$ cat src/rtl/tcc_pkg.sv
package tcc_pkg;
  typedef enum logic [1:0] {
    ST_IDLE = 2'd0,
    ST_EVAL = 2'd1,
    ST_DIV  = 2'd2,
    ST_OUT  = 2'd3
  } tcc_state_t;

  localparam logic [1:0] MODE_FIXA = 2'b00;
  localparam logic [1:0] MODE_ONE  = 2'b01;
  localparam logic [1:0] MODE_TWO  = 2'b10;
  localparam logic [1:0] MODE_FIXB = 2'b11;
endpackage

$ cat src/rtl/tcc_trim.sv
module tcc_trim #(
  parameter int DW       = 8,
  parameter int TRIM_MIN = 40,
  parameter int TRIM_MAX = 100
) (
  input  logic [2*DW-1:0] trim_word,
  input  logic [DW-1:0]   fallback,
  output logic [DW-1:0]   t1,
  output logic [DW-1:0]   t2
);
  logic [DW-1:0] raw1;
  logic          bad;

  assign raw1 = trim_word[DW-1:0];
  assign t2   = trim_word[2*DW-1:DW];
  assign bad  = (raw1 < DW'(TRIM_MIN)) || (raw1 > DW'(TRIM_MAX)) || (t2 != '0);
  assign t1   = bad ? fallback : raw1;
endmodule

$ cat src/rtl/tcc_divider.sv
module tcc_divider #(
  parameter int W = 20
) (
  input  logic         clk,
  input  logic         rst_n,
  input  logic         start,
  input  logic [W-1:0] dividend,
  input  logic [W-1:0] divisor,
  output logic         done,
  output logic [W-1:0] quotient
);
  localparam int CW = $clog2(W + 1);

  logic [W-1:0]  rem;
  logic [W-1:0]  quo;
  logic [CW-1:0] cnt;
  logic          busy;
  logic [W:0]    rem_sh;
  logic [W:0]    rem_sub;
  logic          fits;

  assign rem_sh  = {rem, quo[W-1]};
  assign rem_sub = rem_sh - {1'b0, divisor};
  assign fits    = rem_sh >= {1'b0, divisor};

  always_ff @(posedge clk or negedge rst_n) begin
    if (!rst_n) begin
      rem  <= '0;
      quo  <= '0;
      cnt  <= '0;
      busy <= 1'b0;
      done <= 1'b0;
    end else begin
      done <= 1'b0;
      if (start) begin
        rem  <= '0;
        quo  <= dividend;
        cnt  <= CW'(W);
        busy <= 1'b1;
      end else if (busy) begin
        rem  <= fits ? rem_sub[W-1:0] : rem_sh[W-1:0];
        quo  <= {quo[W-2:0], fits};
        cnt  <= cnt - 1'b1;
        if (cnt == CW'(1)) begin
          busy <= 1'b0;
          done <= 1'b1;
        end
      end
    end
  end

  assign quotient = quo;
endmodule

$ cat src/rtl/tcc_sat.sv
module tcc_sat #(
  parameter int DW = 8,
  parameter int WW = 20
) (
  input  logic signed [WW-1:0] x,
  output logic [DW-1:0]        y,
  output logic                 over
);
  localparam logic signed [WW-1:0] TOPV = WW'((1 << DW) - 1);

  always_comb begin
    if (x < 0) begin
      y    = '0;
      over = 1'b1;
    end else if (x > TOPV) begin
      y    = '1;
      over = 1'b1;
    end else begin
      y    = x[DW-1:0];
      over = 1'b0;
    end
  end
endmodule

$ cat src/rtl/tcc_top.sv
module tcc_top
  import tcc_pkg::*;
#(
  parameter int DW       = 8,
  parameter int LO_CAL   = 25,
  parameter int HI_CAL   = 85,
  parameter int FIX_OFS  = 50,
  parameter int TRIM_MIN = 40,
  parameter int TRIM_MAX = 100,
  parameter int T_MIN    = 25,
  parameter int T_MAX    = 125,
  parameter int C_MIN    = 75,
  parameter int C_MAX    = 175
) (
  input  logic            clk,
  input  logic            rst_n,
  input  logic            in_valid,
  output logic            in_ready,
  input  logic            in_dir,
  input  logic [DW-1:0]   in_value,
  input  logic [2*DW-1:0] in_trim,
  input  logic [1:0]      in_mode,
  input  logic            in_rngchk,
  input  logic [DW-1:0]   cfg_fallback,
  output logic            out_valid,
  input  logic            out_ready,
  output logic [DW-1:0]   out_result,
  output logic            out_err
);
  localparam int WW = 2 * DW + 4;
  localparam logic signed [WW-1:0] K_LO   = WW'(LO_CAL);
  localparam logic signed [WW-1:0] K_SPAN = WW'(HI_CAL - LO_CAL);
  localparam logic signed [WW-1:0] K_FIX  = WW'(FIX_OFS);

  tcc_state_t state;

  logic            r_dir;
  logic [DW-1:0]   r_v;
  logic [2*DW-1:0] r_trim;
  logic [1:0]      r_mode;
  logic            r_rng;
  logic [DW-1:0]   r_fb;
  logic            r_neg;
  logic signed [WW-1:0] r_off;
  logic [DW-1:0]   res_q;
  logic            err_q;

  logic [DW-1:0]   t1;
  logic [DW-1:0]   t2;

  tcc_trim #(.DW(DW), .TRIM_MIN(TRIM_MIN), .TRIM_MAX(TRIM_MAX)) u_trim (
    .trim_word (r_trim),
    .fallback  (r_fb),
    .t1        (t1),
    .t2        (t2)
  );

  logic signed [WW-1:0] sv, st1, st2, diff;
  logic signed [WW-1:0] num, den, off, direct_val;
  logic [WW-1:0]        num_abs, den_abs;
  logic                 is_two, is_one, rng_bad, zero_div, force_err;

  assign sv   = WW'(r_v);
  assign st1  = WW'(t1);
  assign st2  = WW'(t2);
  assign diff = st2 - st1;

  assign is_two = (r_mode == MODE_TWO);
  assign is_one = (r_mode == MODE_ONE);

  assign rng_bad = r_rng && (r_dir ? ((r_v < DW'(C_MIN)) || (r_v > DW'(C_MAX)))
                                   : ((r_v < DW'(T_MIN)) || (r_v > DW'(T_MAX))));
  assign zero_div  = is_two && r_dir && (diff == 0);
  assign force_err = rng_bad || zero_div;

  always_comb begin
    if (r_dir) begin
      num = (sv - st1) * K_SPAN;
      den = diff;
      off = K_LO;
    end else begin
      num = (sv - K_LO) * diff;
      den = K_SPAN;
      off = st1;
    end
  end

  always_comb begin
    if (is_one) direct_val = r_dir ? (sv - st1 + K_LO) : (sv + st1 - K_LO);
    else        direct_val = r_dir ? (sv - K_FIX) : (sv + K_FIX);
  end

  assign num_abs = num[WW-1] ? -num : num;
  assign den_abs = den[WW-1] ? -den : den;

  logic          div_start, div_done;
  logic [WW-1:0] div_q;

  assign div_start = (state == ST_EVAL) && is_two && !force_err;

  tcc_divider #(.W(WW)) u_div (
    .clk      (clk),
    .rst_n    (rst_n),
    .start    (div_start),
    .dividend (num_abs),
    .divisor  (den_abs),
    .done     (div_done),
    .quotient (div_q)
  );

  logic signed [WW-1:0] q_s, sat_x;
  logic [DW-1:0]        sat_y;
  logic                 sat_over;

  assign q_s   = r_neg ? -$signed(div_q) : $signed(div_q);
  assign sat_x = (state == ST_DIV) ? (q_s + r_off) : direct_val;

  tcc_sat #(.DW(DW), .WW(WW)) u_sat (
    .x    (sat_x),
    .y    (sat_y),
    .over (sat_over)
  );

  always_ff @(posedge clk or negedge rst_n) begin
    if (!rst_n) begin
      state  <= ST_IDLE;
      r_dir  <= 1'b0;
      r_v    <= '0;
      r_trim <= '0;
      r_mode <= MODE_FIXA;
      r_rng  <= 1'b0;
      r_fb   <= '0;
      r_neg  <= 1'b0;
      r_off  <= '0;
      res_q  <= '0;
      err_q  <= 1'b0;
    end else begin
      case (state)
        ST_IDLE: begin
          if (in_valid) begin
            r_dir  <= in_dir;
            r_v    <= in_value;
            r_trim <= in_trim;
            r_mode <= in_mode;
            r_rng  <= in_rngchk;
            r_fb   <= cfg_fallback;
            state  <= ST_EVAL;
          end
        end
        ST_EVAL: begin
          if (force_err) begin
            res_q <= '0;
            err_q <= 1'b1;
            state <= ST_OUT;
          end else if (is_two) begin
            r_neg <= num[WW-1] ^ den[WW-1];
            r_off <= off;
            state <= ST_DIV;
          end else begin
            res_q <= sat_y;
            err_q <= sat_over;
            state <= ST_OUT;
          end
        end
        ST_DIV: begin
          if (div_done) begin
            res_q <= sat_y;
            err_q <= sat_over;
            state <= ST_OUT;
          end
        end
        default: begin
          if (out_ready) state <= ST_IDLE;
        end
      endcase
    end
  end

  assign in_ready   = (state == ST_IDLE);
  assign out_valid  = (state == ST_OUT);
  assign out_result = res_q;
  assign out_err    = err_q;
endmodule

$ cat config.mk
export PLATFORM = sky130hd
export DESIGN_NAME = tcc_top
export DESIGN_NICKNAME = d
export VERILOG_FILES = /design/src/rtl/tcc_pkg.sv /design/src/rtl/tcc_trim.sv /design/src/rtl/tcc_divider.sv /design/src/rtl/tcc_sat.sv /design/src/rtl/tcc_top.sv
export SDC_FILE = /design/constraint.sdc
export NUM_CORES = 1
export LEC_CHECK = 0
export BUFFER_PORTS_ARGS = -buffer_cell sky130_fd_sc_hd__buf_4
export CORE_ASPECT_RATIO = 0.5
export CORE_MARGIN = 3
export CORE_UTILIZATION = 60
export DETAILED_ROUTE_END_ITERATION = 12
export GPL_TIMING_DRIVEN = 0
export PLACE_DENSITY = 0.78
export SYNTH_ARGS = -nofsm -noshare
export SYNTH_HDL_FRONTEND = slang
export SYNTH_HIERARCHICAL = 1
export SYNTH_SLANG_ARGS = --single-unit
$ cat constraint.sdc
create_clock -name clk -period 9.8 [get_ports clk]
set_input_delay 0.49 -clock clk [delete_from_list [all_inputs] [get_ports clk]]
set_output_delay 0.49 -clock clk [all_outputs]
set_load 0.02 [all_outputs]
==> results.cfg <==
[layout]
fill_cells = 1843
nNetsFinal = 1997
drive_gt1_share_pct = 10.2
antenna_cells = 0
seq_area_um2 = 2580
multiInputGateArea_um2 = 10600
area_growth_syn_to_layout_pct = 8.74
fin_util_pct = 68.6

[cts]
cts-buffers-inserted = 9
clock-sinks = 103
htreeDepth = 3
clock-root-buffer = clkbuf_16
clkTransAtPathRegs_ps = 70
insertion_delay_ps = 360
cts_buffer_depth = 2
cts_tree = built

[global_route]
overflow = 0
grt_start_max_net_pins = 104
antenna_found_initial = 0
track_usage_pct = 31.8
grt_pass1_vias = 12421
grt_pass1_wl_um = 64300

[critical_path]
r2r-start = r_trim[7]
reg2regPathDepth = 32
cpMaxStageDelayCell = o31ai_1
worstPathRequired_ps = 10030
cp.arrival_ps = 9790
worstReg2RegEnd = u_div/quotient[15]
worstSetupStartpointType = flip-flop
critPathMostFrequentCell = fa_1
cp-startpoint = r_trim[7]
rrSetupSlack_ps = 240
end_kind = flip-flop
path_class = flip-flop to flip-flop
crit_fanout = 6
cpPeakStageDelay_ps = 940

[sta]
layout_worst_path_cycle_share_pct = 97.6
hold_viol_final = 0
max_freq_ghz = 0.105
finalClockSkew_ps = 8.13
relSlewSlack_pct = 20.6
maxSlewViolCount = 0
tightest_slew_ps = 1180
setup_viol = 0
finalCriticalPeriod_ps = 9560

[drt]
drt_pre_antenna_iters = 5
route.detailed.drc = 0
routed_via_density = 6.12
drt_wl_total_um = 40000
vias = 12437
avgRoutedWirePerCell_um = 19.7
drtAntennaViolNets = 0
initialDrtViolationCount = 1078

[logic_synthesis]
async_flop_share_pct = 100
netlist_area_um2 = 14100
yosys.area.top_type = dfrtp_1
synth-seq-area-share_pct = 18.2
syn_inst = 1650
synth-seq-cells = 103
ys.flop_type = dfrtp_1
synth_top_area_share_pct = 18.2
synth.distinct_cells = 91
synthTopCellsByArea = dfrtp_1, fa_1, ha_1
ys_warn_count = 6
synth_edf_count = 0
syn_area_per_cell_um2 = 8.56

[floorplanning]
io_pins = 51
die_area_um2 = 25500
std_cell_rows = 38
core_um2 = 22400
die_w_um = 223
start_util_pct = 63.1
chipHeight_um = 114

[hold_path]
hp-start = in_trim[10]
min_path_type = input pin to flip-flop
whs_path_depth = 2
whs_endpoint = r_trim[10]

[placement]
hpwl_um = 32500
place_congestion = 0.931
io_buffers = 50

[outcome]
status = finished, final reports clean

[job]
cap_viol_max_count = 0
layout make-up:
class                      count  area share (%)
multi-input combinational   1282            68.9
sequential                   103            16.8
inverter                     200            4.91
timing repair buffer          57            2.96
tap                          300            2.44
buffer                        76            2.14
clock buffer                   9            1.47
clock inverter                 6           0.375
routing by layer:
layer / vias to the layer above / track usage, % / routed length (um)
met4: 0 / 7.99 / 712
met1: 6060 / 44.0 / 18000
met5: - / 0 / 0
met2: 466 / 51.7 / 18200
li1: 5847 / - / -
met3: 64 / 6.40 / 3130
cell usage after synthesis, drive strengths merged (5+ instances only):
cell	number
nand2b	30
a21o	36
nor3	17
nor4	13
nor2b	31
a211oi	36
and4b	5
a22o	8
or2	6
o21a	15
ha	139
mux2	49
a31o	9
o211ai	11
a41oi	13
xor2	38
o31ai	20
and3	13
nand3	22
a21boi	5
or3	9
o21ai	77
nor3b	9
and2	7
clkbuf	57
or4	7
nand4	9
mux2i	40
o21bai	9
nand2	120
fa	89
xnor2	92
dfrtp	103
and4	6
inv	199
a21oi	66
a31oi	17
buf	20
nor2	132
timing repair:
item	in CTS	in global routing
endpoints found under the hold margin	0	9
setup buffers	2	3
hold buffers	0	1
pin swaps	1	3
setup endpoints to repair	18	16
resized for setup	7	13
critical path: cells and delay by family, from the launching register on:
kind                       cells  cell delay, ps
xor gates and xnor gates       1             180
and+or+nand+nor                7            1190
AOI/OAI and AO/OA              9            3080
buffers and inverters          6             540
muxes                          2             780
DFF                            1             440
adders and majority gates      7            3200
how the worst max path moves through the flow:
| stage | to | slack, ps | cells after the start |
|---|---|---|---|
| 3_3_place_gp | u_div/quotient[13] | -860 | 34 |
| 3_5_place_dp | u_div/quotient[13] | -1000 | 34 |
| 2_1_floorplan | u_div/quotient[5] | 1150 | 33 |
| 6_report | u_div/quotient[15] | 240 | 32 |
| 4_1_cts | u_div/quotient[15] | 30 | 32 |
| 5_1_grt | u_div/quotient[15] | -10 | 33 |
cells by family after synthesis:
kind of cell | Yosys count | share of synthesized area (%)
and+or+nand+nor | 450 | 16.2
AOI/OAI and AO/OA | 371 | 18.0
buffers and inverters | 277 | 7.65
adders and majority gates | 228 | 24.9
xor gates and xnor gates | 131 | 8.22
DFF | 103 | 18.2
muxes | 89 | 6.74
other | 1 | 0.0266
per-stage QoR:
| stage | setup WS [ps] | TNS (ps) | cell area (um^2) | instances | hold slack, ps |
|---|---|---|---|---|---|
| after global placement | -855 | -10490 | 14900 | 2012 | 484 |
| after floorplan | 1150 | 0 | 14200 | 1662 | 194 |
| after detailed placement | -1000 | -13020 | 14900 | 2012 | 493 |
| final | 238 | 0 | 15400 | 2033 | 359 |
| after global routing | -13.9 | -13.9 | 15400 | 2033 | 349 |
| after CTS | 26.3 | 0 | 15200 | 2028 | 349 |
sequential cells by signal, indices dropped and copies added (netlist names), 2 cells and up:
| signal | count |
|---|---|
| u_div/quotient | 20 |
| u_div/rem | 20 |
| r_trim | 16 |
| out_result | 8 |
| r_fb | 8 |
| r_off | 8 |
| r_v | 8 |
| u_div/cnt | 5 |
| r_mode | 2 |
| state | 2 |
cell usage in the layout, fill, tap and decap left out, types with 6 or more instances in the layout:
master	count
inv_1	197
ha_1	139
nor2_1	129
nand2_1	119
dfrtp_1	103
xnor2_1	90
fa_1	89
o21ai_0	74
a21oi_1	66
buf_4	63
clkbuf_1	53
mux2_2	45
mux2i_1	38
xor2_1	37
a21o_1	36
a211oi_1	35
nor2b_1	31
nand2b_1	30
nand3_1	22
o31ai_1	17
a31oi_1	17
nor3_1	16
o21a_1	15
and3_1	13
a41oi_1	13
conb_1	13
o211ai_1	10
or3_1	9
o21bai_1	9
nor3b_1	9
nand4_1	9
clkbuf_16	9
nor4_1	8
a22o_1	8
and2_1	7
buf_1	6
or4_1	6
a31o_2	6
and4_1	6
Power is not shown: default switching activity piles up to over one toggle a cycle in this logic, so the estimate is an artifact.
